### config.mk
export PLATFORM = sky130hd
export DESIGN_NAME = rx_tag_stripper
export DESIGN_NICKNAME = d
export VERILOG_FILES = /design/src/rtl/tagstrip_pkg.sv /design/src/rtl/ts_hdr_buf.sv /design/src/rtl/ts_classify.sv /design/src/rtl/ts_sat_counter.sv /design/src/rtl/rx_tag_stripper.sv
export SDC_FILE = /design/constraint.sdc
export NUM_CORES = 1
export LEC_CHECK = 0
export BUFFER_PORTS_ARGS = -buffer_cell sky130_fd_sc_hd__buf_2
export CELL_PAD_IN_SITES_DETAIL_PLACEMENT = 0
export CELL_PAD_IN_SITES_GLOBAL_PLACEMENT = 2
export CORE_UTILIZATION = 36
export DETAILED_ROUTE_END_ITERATION = 8
export PLACE_DENSITY_LB_ADDON = 0.15
export REMOVE_ABC_BUFFERS = 1
export SYNTH_ARGS = -nofsm -noshare
export SYNTH_HDL_FRONTEND = slang
export SYNTH_SLANG_ARGS = --single-unit
### constraint.sdc
create_clock -name clk -period 2.8 [get_ports clk]
set_input_delay 0.14 -clock clk [delete_from_list [all_inputs] [get_ports clk]]
set_output_delay 0.14 -clock clk [all_outputs]
set_load 0.01 [all_outputs]
### src/rtl/tagstrip_pkg.sv
package tagstrip_pkg;

    localparam int MAC_BYTES   = 12;
    localparam int TAG_BYTES   = 4;
    localparam int ETYPE_BYTES = 2;
    localparam int HDR_BYTES   = MAC_BYTES + TAG_BYTES + ETYPE_BYTES;
    localparam int TAIL_BYTES  = HDR_BYTES - MAC_BYTES;
    localparam int IDX_W       = $clog2(HDR_BYTES);

    typedef enum logic [2:0] {
        ST_COLLECT,
        ST_JUDGE,
        ST_EMIT,
        ST_STREAM,
        ST_DISCARD
    } ts_state_e;

    typedef enum logic [1:0] {
        VD_PASS,
        VD_STRIP,
        VD_DROP
    } ts_verdict_e;

endpackage

### src/rtl/ts_hdr_buf.sv
module ts_hdr_buf
    import tagstrip_pkg::*;
(
    input  logic                    clk,
    input  logic                    rst_n,
    input  logic                    wr_en,
    input  logic [IDX_W-1:0]        wr_idx,
    input  logic [7:0]              wr_data,
    input  logic [IDX_W-1:0]        rd_idx,
    output logic [7:0]              rd_data,
    output logic [TAIL_BYTES*8-1:0] tail_flat
);

    logic [7:0] bytes_w [HDR_BYTES];

    for (genvar k = 0; k < HDR_BYTES; k++) begin : g_slot
        logic [7:0] slot_q;
        always_ff @(posedge clk) begin
            if (!rst_n) begin
                slot_q <= '0;
            end else if (wr_en && wr_idx == IDX_W'(k)) begin
                slot_q <= wr_data;
            end
        end
        assign bytes_w[k] = slot_q;
        if (k >= MAC_BYTES) begin : g_tail
            assign tail_flat[(k-MAC_BYTES)*8 +: 8] = slot_q;
        end
    end

    always_comb begin
        rd_data = '0;
        for (int k = 0; k < HDR_BYTES; k++) begin
            if (rd_idx == IDX_W'(k)) rd_data = bytes_w[k];
        end
    end

endmodule

### src/rtl/ts_classify.sv
module ts_classify
    import tagstrip_pkg::*;
#(
    parameter logic [15:0] TAG_ETYPE = 16'h8899,
    parameter logic [3:0]  TAG_PROTO = 4'hA
) (
    input  logic [TAIL_BYTES*8-1:0] tail_flat,
    output ts_verdict_e             verdict,
    output logic [7:0]              port,
    output logic [15:0]             etype
);

    // tail_flat byte 0 is frame byte 12
    logic [15:0] outer_type;
    logic [15:0] tag_word;
    logic [15:0] inner_type;
    logic        unused_tag_bits;

    assign outer_type      = {tail_flat[0*8 +: 8], tail_flat[1*8 +: 8]};
    assign tag_word        = {tail_flat[2*8 +: 8], tail_flat[3*8 +: 8]};
    assign inner_type      = {tail_flat[4*8 +: 8], tail_flat[5*8 +: 8]};
    assign unused_tag_bits = ^tag_word[11:8];

    always_comb begin
        if (outer_type != TAG_ETYPE) begin
            verdict = VD_PASS;
            etype   = outer_type;
        end else if (tag_word[15:12] == TAG_PROTO) begin
            verdict = VD_STRIP;
            etype   = inner_type;
        end else begin
            verdict = VD_DROP;
            etype   = outer_type;
        end
        port = tag_word[7:0];
    end

endmodule

### src/rtl/ts_sat_counter.sv
module ts_sat_counter #(
    parameter int W = 16
) (
    input  logic         clk,
    input  logic         rst_n,
    input  logic         inc,
    output logic [W-1:0] value
);

    logic [W-1:0] value_q;

    always_ff @(posedge clk) begin
        if (!rst_n) begin
            value_q <= '0;
        end else if (inc && value_q != {W{1'b1}}) begin
            value_q <= value_q + 1'b1;
        end
    end

    assign value = value_q;

endmodule

### src/rtl/rx_tag_stripper.sv
module rx_tag_stripper
    import tagstrip_pkg::*;
#(
    parameter int          CNT_W     = 16,
    parameter logic [15:0] TAG_ETYPE = 16'h8899,
    parameter logic [3:0]  TAG_PROTO = 4'hA
) (
    input  logic             clk,
    input  logic             rst_n,
    input  logic [7:0]       in_data,
    input  logic             in_valid,
    input  logic             in_last,
    output logic             in_ready,
    output logic [7:0]       out_data,
    output logic             out_valid,
    output logic             out_last,
    input  logic             out_ready,
    output logic [7:0]       out_port,
    output logic             out_port_valid,
    output logic [15:0]      out_etype,
    output logic             err_proto,
    output logic [CNT_W-1:0] cnt_pass,
    output logic [CNT_W-1:0] cnt_strip,
    output logic [CNT_W-1:0] cnt_drop
);

    localparam logic [IDX_W-1:0] LAST_IDX = IDX_W'(HDR_BYTES - 1);
    localparam logic [IDX_W-1:0] MAC_END  = IDX_W'(MAC_BYTES - 1);
    localparam logic [IDX_W-1:0] SKIP_TO  = IDX_W'(MAC_BYTES + TAG_BYTES);
    localparam int               N_CNT    = 3;

    ts_state_e        state_q, state_d;
    logic [IDX_W-1:0] wr_idx_q, wr_idx_d;
    logic [IDX_W-1:0] rd_idx_q, rd_idx_d;
    logic             hdr_last_q;
    ts_verdict_e      verdict_q;
    logic [7:0]       port_q;
    logic [15:0]      etype_q;
    logic             meta_ok_q;

    logic                    accept;
    logic                    wr_en;
    logic [7:0]              buf_rd;
    logic [TAIL_BYTES*8-1:0] tail_flat;
    ts_verdict_e             cls_verdict;
    logic [7:0]              cls_port;
    logic [15:0]             cls_etype;
    logic [N_CNT-1:0]        cnt_inc;
    logic [CNT_W-1:0]        cnt_val [N_CNT];

    ts_hdr_buf u_buf (
        .clk      (clk),
        .rst_n    (rst_n),
        .wr_en    (wr_en),
        .wr_idx   (wr_idx_q),
        .wr_data  (in_data),
        .rd_idx   (rd_idx_q),
        .rd_data  (buf_rd),
        .tail_flat(tail_flat)
    );

    ts_classify #(
        .TAG_ETYPE(TAG_ETYPE),
        .TAG_PROTO(TAG_PROTO)
    ) u_cls (
        .tail_flat(tail_flat),
        .verdict  (cls_verdict),
        .port     (cls_port),
        .etype    (cls_etype)
    );

    // index 0: pass, 1: strip, 2: drop
    for (genvar g = 0; g < N_CNT; g++) begin : g_cnt
        ts_sat_counter #(.W(CNT_W)) u_cnt (
            .clk  (clk),
            .rst_n(rst_n),
            .inc  (cnt_inc[g]),
            .value(cnt_val[g])
        );
    end

    assign cnt_pass  = cnt_val[0];
    assign cnt_strip = cnt_val[1];
    assign cnt_drop  = cnt_val[2];

    assign accept = in_valid && in_ready;
    assign wr_en  = accept && (state_q == ST_COLLECT);

    // state register
    always_ff @(posedge clk) begin
        if (!rst_n) state_q <= ST_COLLECT;
        else        state_q <= state_d;
    end

    // next state
    always_comb begin
        state_d = state_q;
        unique case (state_q)
            ST_COLLECT: begin
                if (accept && wr_idx_q == LAST_IDX) state_d = ST_JUDGE;
            end
            ST_JUDGE: begin
                if (cls_verdict == VD_DROP)
                    state_d = hdr_last_q ? ST_COLLECT : ST_DISCARD;
                else
                    state_d = ST_EMIT;
            end
            ST_EMIT: begin
                if (out_ready && rd_idx_q == LAST_IDX)
                    state_d = hdr_last_q ? ST_COLLECT : ST_STREAM;
            end
            ST_STREAM: begin
                if (accept && in_last) state_d = ST_COLLECT;
            end
            ST_DISCARD: begin
                if (accept && in_last) state_d = ST_COLLECT;
            end
            default: state_d = ST_COLLECT;
        endcase
    end

    // outputs and datapath controls
    always_comb begin
        in_ready  = 1'b0;
        out_valid = 1'b0;
        out_data  = buf_rd;
        out_last  = 1'b0;
        err_proto = 1'b0;
        cnt_inc   = '0;
        wr_idx_d  = wr_idx_q;
        rd_idx_d  = rd_idx_q;
        unique case (state_q)
            ST_COLLECT: begin
                in_ready = 1'b1;
                if (accept) begin
                    if (wr_idx_q == LAST_IDX) begin
                        wr_idx_d = '0;
                    end else if (in_last) begin
                        wr_idx_d   = '0;
                        cnt_inc[2] = 1'b1;
                    end else begin
                        wr_idx_d = wr_idx_q + 1'b1;
                    end
                end
            end
            ST_JUDGE: begin
                rd_idx_d = '0;
                unique case (cls_verdict)
                    VD_PASS:  cnt_inc[0] = 1'b1;
                    VD_STRIP: cnt_inc[1] = 1'b1;
                    default: begin
                        cnt_inc[2] = 1'b1;
                        err_proto  = 1'b1;
                    end
                endcase
            end
            ST_EMIT: begin
                out_valid = 1'b1;
                out_last  = hdr_last_q && (rd_idx_q == LAST_IDX);
                if (out_ready && rd_idx_q != LAST_IDX) begin
                    if (verdict_q == VD_STRIP && rd_idx_q == MAC_END)
                        rd_idx_d = SKIP_TO;
                    else
                        rd_idx_d = rd_idx_q + 1'b1;
                end
            end
            ST_STREAM: begin
                in_ready  = out_ready;
                out_valid = in_valid;
                out_data  = in_data;
                out_last  = in_last;
            end
            ST_DISCARD: begin
                in_ready = 1'b1;
            end
            default: ;
        endcase
    end

    // datapath registers
    always_ff @(posedge clk) begin
        if (!rst_n) begin
            wr_idx_q   <= '0;
            rd_idx_q   <= '0;
            hdr_last_q <= 1'b0;
            verdict_q  <= VD_PASS;
            port_q     <= '0;
            etype_q    <= '0;
            meta_ok_q  <= 1'b0;
        end else begin
            wr_idx_q <= wr_idx_d;
            rd_idx_q <= rd_idx_d;
            if (wr_en && wr_idx_q == LAST_IDX) hdr_last_q <= in_last;
            if (state_q == ST_JUDGE) begin
                verdict_q <= cls_verdict;
                port_q    <= cls_port;
                etype_q   <= cls_etype;
                meta_ok_q <= (cls_verdict == VD_STRIP);
            end
        end
    end

    assign out_port       = port_q;
    assign out_etype      = etype_q;
    assign out_port_valid = meta_ok_q &&
                            (state_q == ST_EMIT || state_q == ST_STREAM);

endmodule

### Word level (Yosys, flattened, before mapping)

Cells that the tools add are included.

| storage, ports and cells | value |
|---|---|
| bits in registers | 233 |

| operators by class | value |
|---|---|
| equality and inequality tests | 51 |
| reductions and logical operators | 42 |
| multiplexer cells | 47 |
| $add $sub $neg | 5 |

Operators with widths:

| cell | count |
|---|---|
| $mux W8 | 19 |
| $eq A5 B4 Y1 const B | 16 |
| $ne A16 B16 Y1 const B | 4 |
| $add A16 B1 Y16 const B | 3 |
| $eq A5 B3 Y1 const B | 8 |
| $mux W16 | 2 |
| $logic_and A1 B1 Y1 | 30 |
| $eq A5 B2 Y1 const B | 4 |
| $eq A5 B5 Y1 const B | 4 |
| $mux W5 | 4 |
| $mux W3 | 5 |
| $pmux W3 S4 | 1 |
| $add A5 B1 Y5 const B | 2 |
| $eq A5 B1 Y1 const B | 2 |
| $logic_not A5 Y1 | 2 |
| $pmux W5 S2 | 1 |
| $mux W2 | 4 |
| $pmux W1 S2 | 4 |
| $mux W1 | 7 |
| $eq A3 B2 Y1 const B | 2 |
| $reduce_or A2 Y1 | 3 |
| $ne A5 B5 Y1 const B | 1 |
| $eq A2 B1 Y1 const B | 2 |
| $eq A4 B4 Y1 const B | 1 |
| other kinds (11) | 14 |

### Longest topological paths before layout

| depth | value |
|---|---|
| depth after elaboration | 20 |
| depth in mapped cells | 11 |

### Modules after synthesis

Synthesis repeated with hierarchy kept, for this count alone.

| unflattened totals | value |
|---|---|
| cell total of the unflattened synthesis | 1357 |
| area, all modules | 12150.4 um2 |

By module, submodules not included:

| module | cells an instance | times used | area an instance (um2) |
|---|---|---|---|
| ts_hdr_buf | 793 | 1 | 7310.8 |
| ts_sat_counter | 97 | 3 | 837.1 |
| rx_tag_stripper | 236 | 1 | 2021.9 |
| ts_classify | 37 | 1 | 306.5 |

### Worst setup path after synthesis

Ideal clock, no wire load.

| timing path | value |
|---|---|
| path type | register to output |
| start | register rd_idx_q[0] |
| end | output out_data[6] |
| stages on the path, launching flop included | 11 |
| buffers on the path | 3 |
| arrival | 2.452 ns |
| slack | 0.208 ns |
| required time | 2.660 ns |
| path through | dfxtp_1 -> ha_1 -> clkbuf_1 -> clkbuf_1 -> and3_1 -> ha_1 -> clkbuf_1 -> a21oi_1 -> and3_1 -> a21boi_0 -> a211oi_1 |

| on the way | value |
|---|---|
| cells in the longest elaborated chain, start to end | 20 |

Ends and longest elaborated chain:

| what | RTL line | text |
|---|---|---|
| start: declaration | rx_tag_stripper.sv:34 | `logic [IDX_W-1:0] rd_idx_q, rd_idx_d;` |
| start signal: assignment | rx_tag_stripper.sv:192 | `rd_idx_q <= rd_idx_d;` |
| $logic_not A5 Y1 | ts_hdr_buf.sv:34 | `if (rd_idx == IDX_W'(k)) rd_data = bytes_w[k];` |
| $mux W8 (17 in series) | ts_hdr_buf.sv:34 |  |
| $mux W8 (*) | ts_hdr_buf.sv:34 |  |
| $mux W8 (*) | rx_tag_stripper.sv:132 | `unique case (state_q)` |
| end: declaration | rx_tag_stripper.sv:14 | `output logic [7:0] out_data,` |

Every way passes the cells marked *; elsewhere a longest branch is shown, timed or not.

### Worst setup path after layout

| timing path | value |
|---|---|
| start | register rd_idx_q[1] |
| end | output out_data[3] |

The elaborated chain is that of the path after synthesis.

==> impl_metrics.toml <==
[routing]
routedWlPerCell_um = 21.7
drt-initial-drc-count = 878
via_per_inst = 5.75
vias = 11414
drt-total-wl_mm = 43.2
drc_errors = 0
firstDrtPassIters = 5
ant_nets = 0

[final_layout]
num-fill-cells = 3228
nets = 1590
area_growth_pct = 24.4
drive_gt1_share_pct = 21.2
antenna_cells = 0
fin_util_pct = 45.8

[timing]
fin_crit_ns = 2.89
fin_crit_sh_pct = 103
rsz0062_at_grt = "yes"
tightest_slew_ns = 0.813
setup_slack_ns = -0.0936
finalClockSkew_ns = 0.0152
setup_viol = 4
slew_headroom_pct = 45.3
hold_viol_final = 0
maxSlewViolCount = 0
clock.fmax_mhz = 346

[critical_path]
worst_setup_path_end_kind = "output port"
cp_data_required_time_ns = 2.66
critPathLaunchType = "register"
worstPathCellList = "buf_6, ha_4, and4b_1, nor2_2, o221ai_1, or3_4, o32ai_2, buf_2"
slowest_delay_ns = 0.39
cp_data_arrival_time_ns = 2.75
slowest_stage = "or3_4"
critPathKind = "register to output port"
path_max_fanout = 7
crit_buf_inv = 2
cp_top_family = "simple AND/OR/NAND/NOR gates"

[synth]
yosys_warnings = 0
ys_seq_area_share_pct = 39.8
synthFlopType = "dfxtp_1"
postSynthCellCount = 1477
synth_area_per_cell_um2 = 7.91
synth_cell_types = 72
synth_async_sr_flop_share_pct = 0
netlist_area_um2 = 11700
yosys_register_bits = 232
synth-edff-count = 0

[placement]
hpwl_mm = 29.5
portBuffers = 97
gp_congestion = 0.939

[grt]
gr-usage-all-layers_pct = 25.3
grt_max_degree = 85
overflow = 0
grt_pass1_wl_mm = 64.9
antenna_found_initial = 0
grt_pass1_vias = 10436

[pwr]
leakagePower_nw = 5.38
netSwitchingFraction_pct = 28.7
p_comb_share_pct = 17.4
p_seq_share_pct = 39.7
clock_power_share_pct = 42.9
ir_worst_vdd_mv = 0.466
switchingPower_mw = 2.57
totalPowerFinal_mw = 8.95
power_density_nw_per_um2 = 616
intPower_mw = 6.38

[clock_tree]
cts_buffers = 28
ctsHtreeMaxLevel = 1
clkLatencyLatePin_ns = 0.55
root_buffer = "clkbuf_16"
clk_pin_slew_worst_paths_ns = 0.06
cts.sinks = 232
clockBufferDepth = 3
cts_tree = "built"

[floorplanning]
num_rows = 65
io-pin-count = 98
start_util_pct = 36.8
dieArea_um2 = 33200
die_height_um = 182
core_area_um2 = 31700
die_w_um = 182

[outcome]
failed_checks = "negative setup slack"
outcome = "finished, violations left"

[worst_hold_path]
hold_class = "input pin to register"

[job]
max_cap_violations = 0
-- metal layers --
layer	up-vias	track usage, %	part of all wire [%]
met4	0	6.02	2.3
li1	5538	-	-
met5	-	0	0
met2	297	39.8	45
met1	5521	36.5	48
met3	58	3.35	5.0
-- cells in the mapped netlist (all sizes together) (5+ instances only) --
cell type	count	area, um2
or3	18	113
or4	18	135
nor3	12	60.1
o32ai	7	61.3
o311ai	10	87.6
a21oi	196	981
a211oi	13	97.6
o31ai	16	120
and4	6	52.6
o221ai	9	78.8
nor3b	5	42.5
buf	32	153
inv	38	143
nand4	21	138
nand4bb	7	78.8
nand3	110	566
o22ai	9	56.3
nand2	184	691
and3	14	87.6
nand2b	21	131
clkbuf	95	357
and2	5	31.3
o211ai	5	37.5
a221oi	8	70.1
ha	13	163
o21ai	60	300
a311oi	8	70.1
mux2i	76	761
nor4bb	5	50.1
nand3b	5	37.5
or3b	6	52.6
nor2b	18	113
o2bb2ai	7	61.3
nor4b	5	43.8
o31a	5	43.8
nor4	11	68.8
dfxtp	232	4640
nor2	112	420
a31oi	6	43.8
-- cells in the final DEF, fill, tap and decap left out, drive strengths merged, types with 12 or more instances in the layout --
| cell | n |
|---|---|
| nand3 | 110 |
| o21ai | 60 |
| nor2b | 18 |
| nand2 | 184 |
| a21oi | 196 |
| and3 | 14 |
| nand2b | 21 |
| clkbuf | 40 |
| nand4 | 21 |
| nor2 | 112 |
| nor3 | 12 |
| inv | 37 |
| dfxtp | 232 |
| a211oi | 13 |
| o31ai | 16 |
| or3 | 18 |
| buf | 182 |
| mux2i | 76 |
| or4 | 18 |
| ha | 13 |
-- per-stage QoR --
| stage | setup TNS, ns | hold WS, ns | worst slack, ns | cell area [um2] | cells |
|---|---|---|---|---|---|
| 6_report | -0.128 | 0.0855 | -0.0936 | 14500 | 1986 |
| 4_1_cts | -0.221 | 0.0739 | -0.0912 | 14300 | 1985 |
| 5_1_grt | -0.689 | 0.121 | -0.147 | 14500 | 1986 |
| 3_3_place_gp | 0 | 0.440 | 0.160 | 12800 | 1918 |
| 3_5_place_dp | 0 | 0.445 | 0.0797 | 12800 | 1918 |
| 2_1_floorplan | -147.57 | 0.258 | -1.03 | 11200 | 1350 |
-- power by group through the flow --
stage | combinational [mW] | clock (mW) | sequential [mW]
floorplan | 0.739 | 0 | 3.64
global placement | 1.42 | 0 | 3.62
detailed placement | 1.42 | 0 | 3.62
CTS | 1.52 | 3.92 | 3.55
global route | 1.69 | 4.07 | 3.57
finish | 1.55 | 3.84 | 3.55
-- registers in the layout, summed over array words and instances (netlist names) --
name and cells:
g_cnt.u_cnt.value 48, hdr_last_q 1, out_etype 16, out_port 8
rd_idx_q 5, state_q 3, u_buf.g_slot.slot_q 144, verdict_q 2
wr_idx_q 5
-- cell families (layout without fill, tap and decap cells) --
logic type,after synthesis,in the layout,synth area share (%)
flops,232,232,39.8
simple gates,599,599,26.1
mux,76,76,6.51
xor+xnor,6,6,0.450
buf+inv,165,272,5.58
fa+ha+maj,13,13,1.39
compound gates,386,386,20.2
-- area by class of cell --
class                   count  area, um2  share of cell area (%)
flip-flops and latches    232       4650                    32.0
multi-input cells        1080       6920                    47.6
inverters                  38        160                    1.10
clock buffers              40        847                    5.83
clock inverters            10        129                   0.887
repair buffers            184       1330                    9.13
well taps                 402        503                    3.46
-- worst register-to-register path: stages, from the launching register on --
cell and delay (ns):
dfxtp_1 0.32, buf_4 0.18, nor4b_2 0.25, buf_4 0.32, and3_1 0.22, buf_4 0.32, nand2_1 0.41, nand2_1 0.18
a21oi_1 0.07
-- path summary, 6_finish.rpt --
check | startpoint | endpoint | slack (ns) | cells after the start
worst max-delay path | rd_idx_q[1] | out_data[3] | -0.09 | 8
worst min register to register | out_port[1] | out_port[1] | 0.45 | 2
worst min-delay path | in_last | hdr_last_q | 0.09 | 5
worst max register to register | state_q[0] | u_buf.g_slot[10].slot_q[4] | 0.37 | 8
-- repair_timing --
| item | CTS | global route |
|---|---|---|
| endpoints found under the hold margin | 1 | 0 |
| gates resized for setup | 82 | 41 |
| setup endpoints to repair | 8 | 9 |
| buffers inserted | 16 | 1 |
| gates cloned | 2 | 0 |
| hold buffers | 1 | 0 |
| pin swaps | 23 | 12 |
(Power assumes the default switching activity.)
